File: config.mk
export PLATFORM = sky130hd
export DESIGN_NAME = dbg_trace_mux
export DESIGN_NICKNAME = d
export VERILOG_FILES = /design/src/rtl/dbg_trace_pkg.sv /design/src/rtl/dbg_trace_fmt.sv /design/src/rtl/dbg_trace_track.sv /design/src/rtl/dbg_trace_mux.sv
export SDC_FILE = /design/constraint.sdc
export NUM_CORES = 1
export LEC_CHECK = 0
export BUFFER_PORTS_ARGS = -buffer_cell sky130_fd_sc_hd__buf_2
export CORE_ASPECT_RATIO = 1.5
export CORE_MARGIN = 5
export CORE_UTILIZATION = 40
export DETAILED_ROUTE_END_ITERATION = 16
export PLACE_DENSITY = 0.58
export SYNTH_ARGS = -nofsm -noshare
export SYNTH_HDL_FRONTEND = slang
export SYNTH_SLANG_ARGS = --single-unit
File: constraint.sdc
create_clock -name clk -period 1.5 [get_ports clk]
set_input_delay 0.15 -clock clk [delete_from_list [all_inputs] [get_ports clk]]
set_output_delay 0.15 -clock clk [all_outputs]
set_load 0.05 [all_outputs]
File: src/rtl/dbg_trace_pkg.sv
package dbg_trace_pkg;
   localparam int DATA_W = 16;

   typedef enum logic {
      PH_LOW  = 1'b0,
      PH_HIGH = 1'b1
   } trace_phase_e;
endpackage

File: src/rtl/dbg_trace_fmt.sv
module dbg_trace_fmt
   import dbg_trace_pkg::*;
(
   input  logic [15:0]       addr_lo,
   input  logic              word,
   input  logic [DATA_W-1:0] raw,
   output logic [DATA_W-1:0] shown
);
   localparam int BYTE_W = DATA_W / 2;

   logic odd;
   assign odd = addr_lo[0];

   always_comb begin
      if (word) begin
         shown = odd ? {raw[BYTE_W-1:0], raw[DATA_W-1:BYTE_W]} : raw;
      end else begin
         shown = odd ? {addr_lo[15:8], raw[DATA_W-1:BYTE_W]}
                     : {raw[DATA_W-1:BYTE_W], addr_lo[7:0]};
      end
   end
endmodule

File: src/rtl/dbg_trace_track.sv
module dbg_trace_track #(
   parameter int ADDR_W = 23
) (
   input  logic              clk,
   input  logic              rst,
   input  logic              step,
   input  logic              start_i,
   input  logic              wait_i,
   input  logic [ADDR_W-1:0] addr_i,
   input  logic              word_i,
   input  logic              rd_i,
   input  logic              cpu_i,
   output logic              active_o,
   output logic              first_o,
   output logic              cont_o,
   output logic              last_o,
   output logic [ADDR_W-1:0] addr_o,
   output logic              word_o,
   output logic              rd_o,
   output logic              cpu_o
);
   logic              cont_q;
   logic [ADDR_W-1:0] h_addr;
   logic              h_word, h_rd, h_cpu;

   assign first_o  = start_i && !cont_q;
   assign cont_o   = cont_q;
   assign active_o = first_o || cont_q;
   assign last_o   = active_o && !wait_i;
   assign addr_o   = first_o ? addr_i : h_addr;
   assign word_o   = first_o ? word_i : h_word;
   assign rd_o     = first_o ? rd_i   : h_rd;
   assign cpu_o    = first_o ? cpu_i  : h_cpu;

   always_ff @(posedge clk) begin
      if (rst) begin
         cont_q <= 1'b0;
         h_addr <= '0;
         h_word <= 1'b0;
         h_rd   <= 1'b0;
         h_cpu  <= 1'b0;
      end else if (step) begin
         cont_q <= active_o && wait_i;
         if (first_o) begin
            h_addr <= addr_i;
            h_word <= word_i;
            h_rd   <= rd_i;
            h_cpu  <= cpu_i;
         end
      end
   end
endmodule

File: src/rtl/dbg_trace_mux.sv
module dbg_trace_mux
   import dbg_trace_pkg::*;
#(
   parameter int ADDR_W = 23,
   parameter int TYPE_W = 3,
   parameter int QST_W  = 4,
   localparam int LOW_W = 1 + TYPE_W + QST_W + DATA_W,
   localparam int PIN_W = (ADDR_W > LOW_W) ? ADDR_W : LOW_W
) (
   input  logic              clk,
   input  logic              rst,
   input  logic              acc_start,
   input  logic              acc_wait,
   input  logic [ADDR_W-1:0] acc_addr,
   input  logic [TYPE_W-1:0] acc_type,
   input  logic              acc_word,
   input  logic              acc_read,
   input  logic              acc_cpu,
   input  logic [DATA_W-1:0] rd_data,
   input  logic [QST_W-1:0]  qstat,
   output logic [PIN_W-1:0]  pin_o,
   output logic              phase_o
);
   generate
      if (ADDR_W < 16) begin : g_bad_addr
         $error("ADDR_W must be at least 16");
      end
      if (TYPE_W < 1 || QST_W < 1) begin : g_bad_field
         $error("TYPE_W and QST_W must be at least 1");
      end
   endgenerate

   trace_phase_e      ph_q;
   logic [PIN_W-1:0]  pin_q;
   logic [LOW_W-1:0]  low_q;
   logic [QST_W-1:0]  qpend_q;
   logic [DATA_W-1:0] ivd_q;
   logic              vld_q;

   logic              step;
   logic              t_active, t_first, t_cont, t_last;
   logic [ADDR_W-1:0] t_addr;
   logic              t_word, t_rd, t_cpu;
   logic [DATA_W-1:0] fmt_data;
   logic [ADDR_W-1:0] addr_shown;
   logic [PIN_W-1:0]  addr_pin, low_pin;
   logic [TYPE_W-1:0] type_shown;

   assign step = (ph_q == PH_LOW);

   dbg_trace_track #(.ADDR_W(ADDR_W)) track_i (
      .clk      (clk),
      .rst      (rst),
      .step     (step),
      .start_i  (acc_start),
      .wait_i   (acc_wait),
      .addr_i   (acc_addr),
      .word_i   (acc_word),
      .rd_i     (acc_read),
      .cpu_i    (acc_cpu),
      .active_o (t_active),
      .first_o  (t_first),
      .cont_o   (t_cont),
      .last_o   (t_last),
      .addr_o   (t_addr),
      .word_o   (t_word),
      .rd_o     (t_rd),
      .cpu_o    (t_cpu)
   );

   dbg_trace_fmt fmt_i (
      .addr_lo (t_addr[15:0]),
      .word    (t_word),
      .raw     (rd_data),
      .shown   (fmt_data)
   );

   assign addr_shown = t_active ? t_addr : '0;
   assign type_shown = t_first ? acc_type : '0;

   generate
      if (PIN_W > ADDR_W) begin : g_pad_addr
         assign addr_pin = {{(PIN_W - ADDR_W){1'b0}}, addr_shown};
      end else begin : g_full_addr
         assign addr_pin = addr_shown;
      end
      if (PIN_W > LOW_W) begin : g_pad_low
         assign low_pin = {{(PIN_W - LOW_W){1'b0}}, low_q};
      end else begin : g_full_low
         assign low_pin = low_q;
      end
   endgenerate

   always_ff @(posedge clk) begin
      if (rst) begin
         ph_q    <= PH_LOW;
         pin_q   <= '0;
         low_q   <= '0;
         qpend_q <= '0;
         ivd_q   <= '0;
         vld_q   <= 1'b0;
      end else begin
         ph_q <= step ? PH_HIGH : PH_LOW;
         if (step) begin
            pin_q   <= addr_pin;
            low_q   <= {vld_q, type_shown, qpend_q, ivd_q};
            qpend_q <= t_cont ? '0 : qstat;
            ivd_q   <= (t_last && t_rd) ? fmt_data : '0;
            vld_q   <= t_last && t_rd && t_cpu;
         end else begin
            pin_q <= low_pin;
         end
      end
   end

   assign pin_o   = pin_q;
   assign phase_o = (ph_q == PH_HIGH);
endmodule

==> metrics.md, run 1 <==
| Metric | Value |
|---|---|
| CP max-delay cell | `mux2i_4` |
| Die Y | `between 100 and 150 um` |
| VDD IR max | `roughly 0.80 mV` |
| Initial antenna violation count | `0` |
| First-pass GRT wire length | `17.3 mm` |
| DRC violations left | `0` |
| Row Count | `44` |
| Clock Pin Slew Worst Setup and Hold Paths | `0.06 ns` |
| Congestion Overflow GR | `0` |
| Data arrival, critical path | `1.70 ns` |
| GRT Overall Usage | `0.186` |
| Post-Syn Instances | `387` |
| Post-Syn Area | `~0.0039 mm^2` |
| Register area | `0.00194 mm^2` |
| Crit-path cells | `nor2b_4, mux2i_4, o21ai_0, buf_4, o21ai_0` |
| Cell mode on critical path | `o21ai_0` |
| Startpoint Class | `flop` |
| Max-cap viol count | `0` |
| Fill cell count | `939` |
| IO Pins | `78` |
| Top delay family on crit path | `multiplexers` |
| Hold Path Class | `in -> reg` |
| Num CTS Buffers | `9` |
| Achievable frequency | `approximately 700 MHz` |
| Final instance area | `0.00491 mm^2` |
| Final setup fails | `0` |
| Syn Area/Cell | `around 10 um^2` |
| Synth cell count leaders | `97 x dfxtp_1, 43 x o21ai_0, 42 x mux2i_1` |
| Diodes inserted | `0` |
| Placer Congestion | `0.791` |
| Most used DFF post-synth | `dfxtp_1` |
| Clock Skews | `0.00487 ns` |
| CP peak stage delay | `0.38 ns` |
| Tmin final | `1.43 ns` |
| Leading area contributor after synthesis | `dfxtp_1` |
| Via count | `3299` |
| Post-synthesis sequential area ratio | `0.500` |
| Routed Antenna Nets | `0` |
| Critical path class | `reg -> reg` |
| Pwr Total | `5.93 mW` |
| Post-synth EDFFs | `0` |
| H-tree levels | `3` |
| Crit share post-route | `0.955` |
| Placement Cell Area | `approximately 0.0046 mm^2` |
| Area contributors post-synth | `dfxtp_1 50%, mux2i_1 11%, o21ai_0 5.5%` |
| Slew headroom | `0.655` |
| Top cell type's share of synthesized area | `0.500` |
| Fraction of layout cells with a size suffix above 1 | `0.290` |
| Sum of negative setup slack | `0 ns` |
| Initial Utilization | `0.405` |
| Worst-Margin Slew | `0.514 ns` |
| Layout area overhead | `26.6%` |
| Worst-path maximum fanout | `6` |
| Routed len/inst | `18.1 um` |
| Status | `complete, no violations` |
| CTS Root Cell | `clkbuf_16` |
| Synth unique cells | `40` |
| Crit path buffers/inverters | `1` |
| Endpoint class of the critical path | `flop` |
| Drt initial violations | `192` |
| Drt via density | `5.52` |
| Setup WS post-layout | `0.0680 ns` |
| FF+latch count, synth | `97` |
| Core area | `0.00958 mm^2` |
| Area of the multi-input gates | `0.00176 mm^2` |
| Hold Vio Cnt, Final | `0` |
| Port-buffer cells | `77` |
| Clock buffer depth | `2` |
| Full die area | `~0.012 mm^2` |
| Non-Filler Instances | `598` |
| Clk_lat worst skew | `about 0.34 ns` |
| Slew Limit Fails | `0` |
| First-pass DRT Iterations | `4` |
| Final WL | `10.8 mm` |
| CTS tree | `done` |
| Vias in the first global route | `between 3000 and 4000` |
| Die W | `90.4 um` |
| Post-DP HPWL | `about 7.5 mm` |
| Clock Sinks | `97` |
| Worst EP required | `1.76 ns` |
| Yosys Warn Count | `0` |
| Fin nets | `531` |
| Power per cell area | `approximately 1200 mW/mm^2` |
| P_leak | `2.06 nW` |
| Place WS | `0.00803 ns` |
| Largest net degree at the start of global routing | `40` |
| Placed cells | `581` |
| Mapped Nets | `440` |
| Top-count cell post-synth | `dfxtp_1` |
| Post-synth ARST share | `0` |
-- placed cells by master (no fill, tap or decap), drive strengths merged, types with 2 or more instances in the layout --
cell type	instances
a22oi	5
nor2	29
a21oi	7
clkbuf	13
nand2b	2
nand3	2
mux2i	44
a32oi	16
nand2	33
o21ai	51
clkinv	2
nand3b	2
buf	113
or3	15
dfxtp	97
o311ai	14
nor3	2
nor2b	3
a22o	22
-- cell type report --
cell class	instances	share of cell area
Sequential cell	97	0.396
Multi-Input combinational cell	256	0.357
Timing Repair Buffer	113	0.152
Clock buffer	13	0.0550
Tap cell	115	0.0293
Clock inverter	3	0.00968
Inverter	1	0.000764
-- where the power goes --
part | internal [mW] | switching [mW] | leakage (nW) | total [mW]
Combinational | 0.331 | 0.461 | 1.12 | 0.792
Clock | 1.44 | 0.969 | 0.156 | 2.41
Sequential | 2.68 | 0.0566 | 0.790 | 2.73
-- final timing paths --
path                        endpoint  cells past startpoint                        start  slack [ns]
min reg2reg     pin_o[23]$_SDFF_PP0_                      1     low_pin[23]$_SDFFE_PP0N_        0.46
max            ivd_q[1]$_SDFFE_PP0N_                      5  track_i.cont_o$_SDFFE_PP0N_        0.07
min          qpend_q[0]$_SDFFE_PP0N_                      3                     qstat[0]        0.04
max reg2reg    ivd_q[1]$_SDFFE_PP0N_                      5  track_i.cont_o$_SDFFE_PP0N_        0.07
-- registers in the layout (all words and copies together) (netlist names) --
name and count:
vld_q 1, track_i.h_cpu 1, low_pin 24, phase_o 1, track_i.cont_o 1, qpend_q 4
track_i.h_word 1, pin_o 24, track_i.h_addr 23, track_i.h_rd 1, ivd_q 16
-- logic make-up after synthesis --
group	count (synthesis)	share of synthesized area
muxes	44	0.120
AOI/OAI and AO/OA	121	0.217
and+or+nand+nor	91	0.113
buffers and inverters	34	0.0506
DFF	97	0.500
-- what timing repair did --
action,CTS,global route
resized for setup,1,1
hold endpoints to repair,0,0
buffers inserted,0,1
hold buffers,0,0
setup endpoints to repair,1,11
-- routing by layer --
metal,vias to the layer above,share of wire,GRT usage
met5,-,0,0
met4,0,0.015,0.0841
met3,10,0.041,0.0326
met2,64,0.51,0.325
met1,1615,0.43,0.224
li1,1610,-,-
-- worst register-to-register path, cell delays in order (launching register included) --
cell     delay, ns
dfxtp_2       0.34
nor2b_4       0.19
mux2i_4       0.38
o21ai_0       0.14
buf_4         0.16
o21ai_0       0.15
-- per-stage QoR --
step           utilization  hold slack, ns
2_1_floorplan            -           0.283
3_3_place_gp         0.478           0.384
3_5_place_dp         0.478           0.387
4_1_cts              0.512          0.0355
5_1_grt              0.513          0.0347
6_report             0.513          0.0434
No activity file was read; power rests on OpenSTA's default activity.
==> inputs of run 2 (changes only) <==
--- a/config.mk
+++ b/config.mk
@@ -6,11 +6,11 @@
 export NUM_CORES = 1
 export LEC_CHECK = 0
 export BUFFER_PORTS_ARGS = -buffer_cell sky130_fd_sc_hd__buf_2
-export CORE_ASPECT_RATIO = 1.5
 export CORE_MARGIN = 5
 export CORE_UTILIZATION = 40
 export DETAILED_ROUTE_END_ITERATION = 16
-export PLACE_DENSITY = 0.58
+export PLACE_DENSITY = 0.57
 export SYNTH_ARGS = -nofsm -noshare
 export SYNTH_HDL_FRONTEND = slang
+export SYNTH_HIERARCHICAL = 1
 export SYNTH_SLANG_ARGS = --single-unit
==> constraint.sdc (replaced) <==
create_clock -name clk -period 1.5 [get_ports clk]
set_input_delay 0.3 -clock clk [delete_from_list [all_inputs] [get_ports clk]]
set_output_delay 0.3 -clock clk [all_outputs]
set_load 0.05 [all_outputs]
==> run 2 against run 1 <==
  * The run now ends with negative setup slack left
  * Maximum frequency is 14% lower
  * Synthesized cell count is 25% higher
  * Register-to-register slack worse by 0.23 ns
  * Clock power is 7% higher
  * Core utilization is 1.3 points lower
  * Via count is 7.7% higher
  * Setup slack worse by 0.23 ns
  * Sequential power hardly changed
  * Synthesized area is 17% higher
  * Critical path type unchanged
  * Final cell count is 19% higher
  * Critical path depth is 3 higher
  * Worst hold slack better by 0.18 ns
==> metrics.md, run 2 <==
| Metric | Value |
|---|---|
| Status | `finished with violations` |
| Failing checks | `negative setup slack` |
| Worst EP required | `1.72 ns (-0.04 ns)` |
| Achievable frequency | `603 MHz (-14%)` |
| Data arrival, critical path | `1.88 ns (+0.18 ns)` |
| Via count | `3552 (+7.7%)` |
| Clock Skews | `0.00679 ns (+0.00192 ns)` |
| Hold path start | `acc_addr[10]` |
| Routed Antenna Nets | `0 (unchanged)` |
| Power per cell area | `1140 mW/mm^2 (-5.7%)` |
| P_leak | `2.25 nW (+9.2%)` |
| Clock Pin Slew Worst Setup and Hold Paths | `0.07 ns (about the same)` |
| Post-Syn Area | `0.00455 mm^2 (+17%)` |
| Post-synth EDFFs | `0 (unchanged)` |
| Critical path class | `reg -> reg` |
| Yosys Warn Count | `6 (+6)` |
| Final setup fails | `20 (+20)` |
| Drt initial violations | `279 (+45%)` |
| Crit share post-route | `1.11 (+0.151)` |
| Crit-path cells | `nor2b_4, buf_6, buf_12, mux2_2, mux2i_1, o21ai_1, nand4b_1, a21oi_1` |
| Slew headroom | `0.773 (+0.118)` |
| Tmin final | `1.66 ns (+0.226 ns)` |
| Core area | `0.0113 mm^2 (+18%)` |
| Top cell type's share of synthesized area | `0.427 (-0.0731)` |
| FF+latch count, synth | `97 (unchanged)` |
| Endpoint class of the critical path | `flop` |
| Routed len/inst | `15.6 um (-14%)` |
| Layout area overhead | `23.9%` |
| GRT Overall Usage | `0.166 (-0.0204)` |
| RSZ-0062 raised after global routing | `true` |
| Hold_ws | `0.228 ns (+0.184 ns)` |
| Worst r2r src | `track_i/cont_o$_SDFFE_PP0P_` |
| Diodes inserted | `0 (unchanged)` |
| Startpoint Class | `flop` |
| Vias in the first global route | `3332 (+2.5%)` |
| First-pass DRT Iterations | `4 (unchanged)` |
| Row Count | `39 (-11%)` |
| Worst-Margin Slew | `0.340 ns (-0.174 ns)` |
| IO Pins | `78 (unchanged)` |
| Hold Path Depth | `3 (unchanged)` |
| DRC violations left | `0 (unchanged)` |
| Clock Sinks | `97 (unchanged)` |
| Sum of negative setup slack | `-2.11 ns (-2.11 ns)` |
| Clock buffer depth | `2 (unchanged)` |
| Pwr Total | `6.41 mW (+8.2%)` |
| Placed cells | `684 (+18%)` |
| Commonest non-fill, non-tap cell in the layout | `dfxtp_1` |
| Congestion Overflow GR | `0 (unchanged)` |
| Hold Path Class | `in -> reg` |
| Fraction of layout cells with a size suffix above 1 | `0.281 (-0.00894)` |
| Area contributors post-synth | `dfxtp_1 43%, nand2b_1 10%, mux2i_1 8.8%` |
| Clk_lat worst skew | `0.34 ns (about the same)` |
| Placement Cell Area | `0.00508 mm^2 (+11%)` |
| Leading area contributor after synthesis | `dfxtp_1` |
| Fill cell count | `1059 (+13%)` |
| Reg2reg end | `ivd_q[5]$_SDFFE_PP0N_` |
| Hold Vio Cnt, Final | `0 (unchanged)` |
| Worst-path maximum fanout | `7 (+1)` |
| Final instance area | `0.00563 mm^2 (+15%)` |
| Num CTS Buffers | `9 (unchanged)` |
| Placer Congestion | `0.797 (+0.73%)` |
| Slew Limit Fails | `0 (unchanged)` |
| Flop-to-flop setup slack | `-0.16 ns (-0.23 ns)` |
| Top-count cell post-synth | `dfxtp_1` |
| Largest net degree at the start of global routing | `80 (+100%)` |
| Non-Filler Instances | `709 (+19%)` |
| Post-synthesis sequential area ratio | `0.427 (-0.0731)` |
| Full die area | `0.0136 mm^2 (+15%)` |
| First-pass GRT wire length | `17.5 mm (+1.1%)` |
| Drt via density | `5.01 (-9.2%)` |
| VDD IR max | `0.539 mV (-32%)` |
| Hold Path End | `track_i/h_addr[10]$_SDFFE_PP0P_` |
| Port-buffer cells | `77 (unchanged)` |
| Worst-case reg-to-reg path depth | `8 (+3)` |
| Most used DFF post-synth | `dfxtp_1` |
| Most frequent cells in the layout | `95 x dfxtp_1, 77 x buf_2, 73 x a21oi_1, 73 x nand2b_1, 54 x nand2_1` |
| Die W | `117 um (+29%)` |
| Final WL | `11.1 mm (+2.3%)` |
| Mapped Nets | `535 (+22%)` |
| Synth cell count leaders | `97 x dfxtp_1, 76 x a21oi_1, 73 x nand2b_1` |
| Post-Syn Instances | `482 (+25%)` |
| H-tree levels | `3 (unchanged)` |
| Die Y | `117 um (-11%)` |
| Post-synth ARST share | `0 (unchanged)` |
| CP peak stage delay | `0.35 ns (-0.03 ns)` |
| Setup WS post-layout | `-0.158 ns (-0.226 ns)` |
| Syn Area/Cell | `9.43 um^2 (-6.0%)` |
| Initial Utilization | `0.403 (-0.00191)` |
| # hold bufs at CTS | `0 (unchanged)` |
| CP max-delay cell | `mux2_2` |
| Max-cap viol count | `0 (unchanged)` |
| CTS Root Cell | `clkbuf_16` |
| Fin nets | `614 (+16%)` |
| Post-DP HPWL | `7.48 mm (-0.42%)` |
| Initial antenna violation count | `0 (unchanged)` |
| Synth unique cells | `24 (-40%)` |
| CTS tree | `done` |
[run 2: worst max path at each step]
stage / start / end / slack, ns / depth (start not counted)
2_1_floorplan: track_i/cont_o$_SDFFE_PP0P_ / ivd_q[10]$_SDFFE_PP0N_ / -0.33 / 10
3_3_place_gp: acc_start / ivd_q[10]$_SDFFE_PP0N_ / -0.29 / 8
3_5_place_dp: acc_start / ivd_q[10]$_SDFFE_PP0N_ / -0.32 / 8
4_1_cts: track_i/cont_o$_SDFFE_PP0P_ / ivd_q[8]$_SDFFE_PP0N_ / -0.14 / 6
5_1_grt: track_i/cont_o$_SDFFE_PP0P_ / ivd_q[10]$_SDFFE_PP0N_ / -0.24 / 8
6_report: track_i/cont_o$_SDFFE_PP0P_ / ivd_q[5]$_SDFFE_PP0N_ / -0.16 / 8
[run 2: final cells by class]
class,instances,area [um^2],area share
Multi-Input combinational cell,344,2390,0.424
Clock buffer,12,268,0.0475
Sequential cell,97,1950,0.346
Tap cell,143,179,0.0318
Inverter,1,3.75,0.000667
Timing Repair Buffer,108,774,0.138
Clock inverter,4,72.6,0.0129
[run 2: stage by stage]
step,setup WS (ns),utilization
after floorplan,-0.326,-
final,-0.158,0.500
after global placement,-0.287,0.451
after CTS,-0.138,0.492
after detailed placement,-0.323,0.451
after global routing,-0.243,0.500
[run 2: critical path, delay by kind of cell (launching register included)]
kind	cells	cell delay (ns)
compound gates	2	0.15
buf+inv	2	0.27
flops	1	0.33
mux	2	0.48
simple gates	2	0.29
[run 2: cell families after synthesis]
family	count (synthesis)	synth area share
buf+inv	43	0.0636
flops	97	0.427
compound gates	85	0.0939
mux	66	0.168
simple gates	191	0.247
[run 2: routing by layer]
metal | vias to the layer above | share of wire | GRT usage
li1 | 1803 | - | -
met5 | - | 0 | 0
met3 | 17 | 0.043 | 0.0275
met4 | 0 | 0.019 | 0.0665
met1 | 1665 | 0.48 | 0.242
met2 | 67 | 0.46 | 0.242
[run 2: report_power, final]
part / internal (mW) / total, mW / switching [mW]
clock: 1.61 / 2.58 / 0.972
combinational: 0.530 / 1.11 / 0.576
sequential: 2.68 / 2.73 / 0.0538
total: 4.81 / 6.41 / 1.60
[run 2: repair_timing]
action / in CTS / in global routing
endpoints found under the setup margin: 23 / 32
gates resized for setup: 16 / 16
pin swaps: 0 / 13
gates cloned: 3 / 0
buffers inserted: 3 / 5
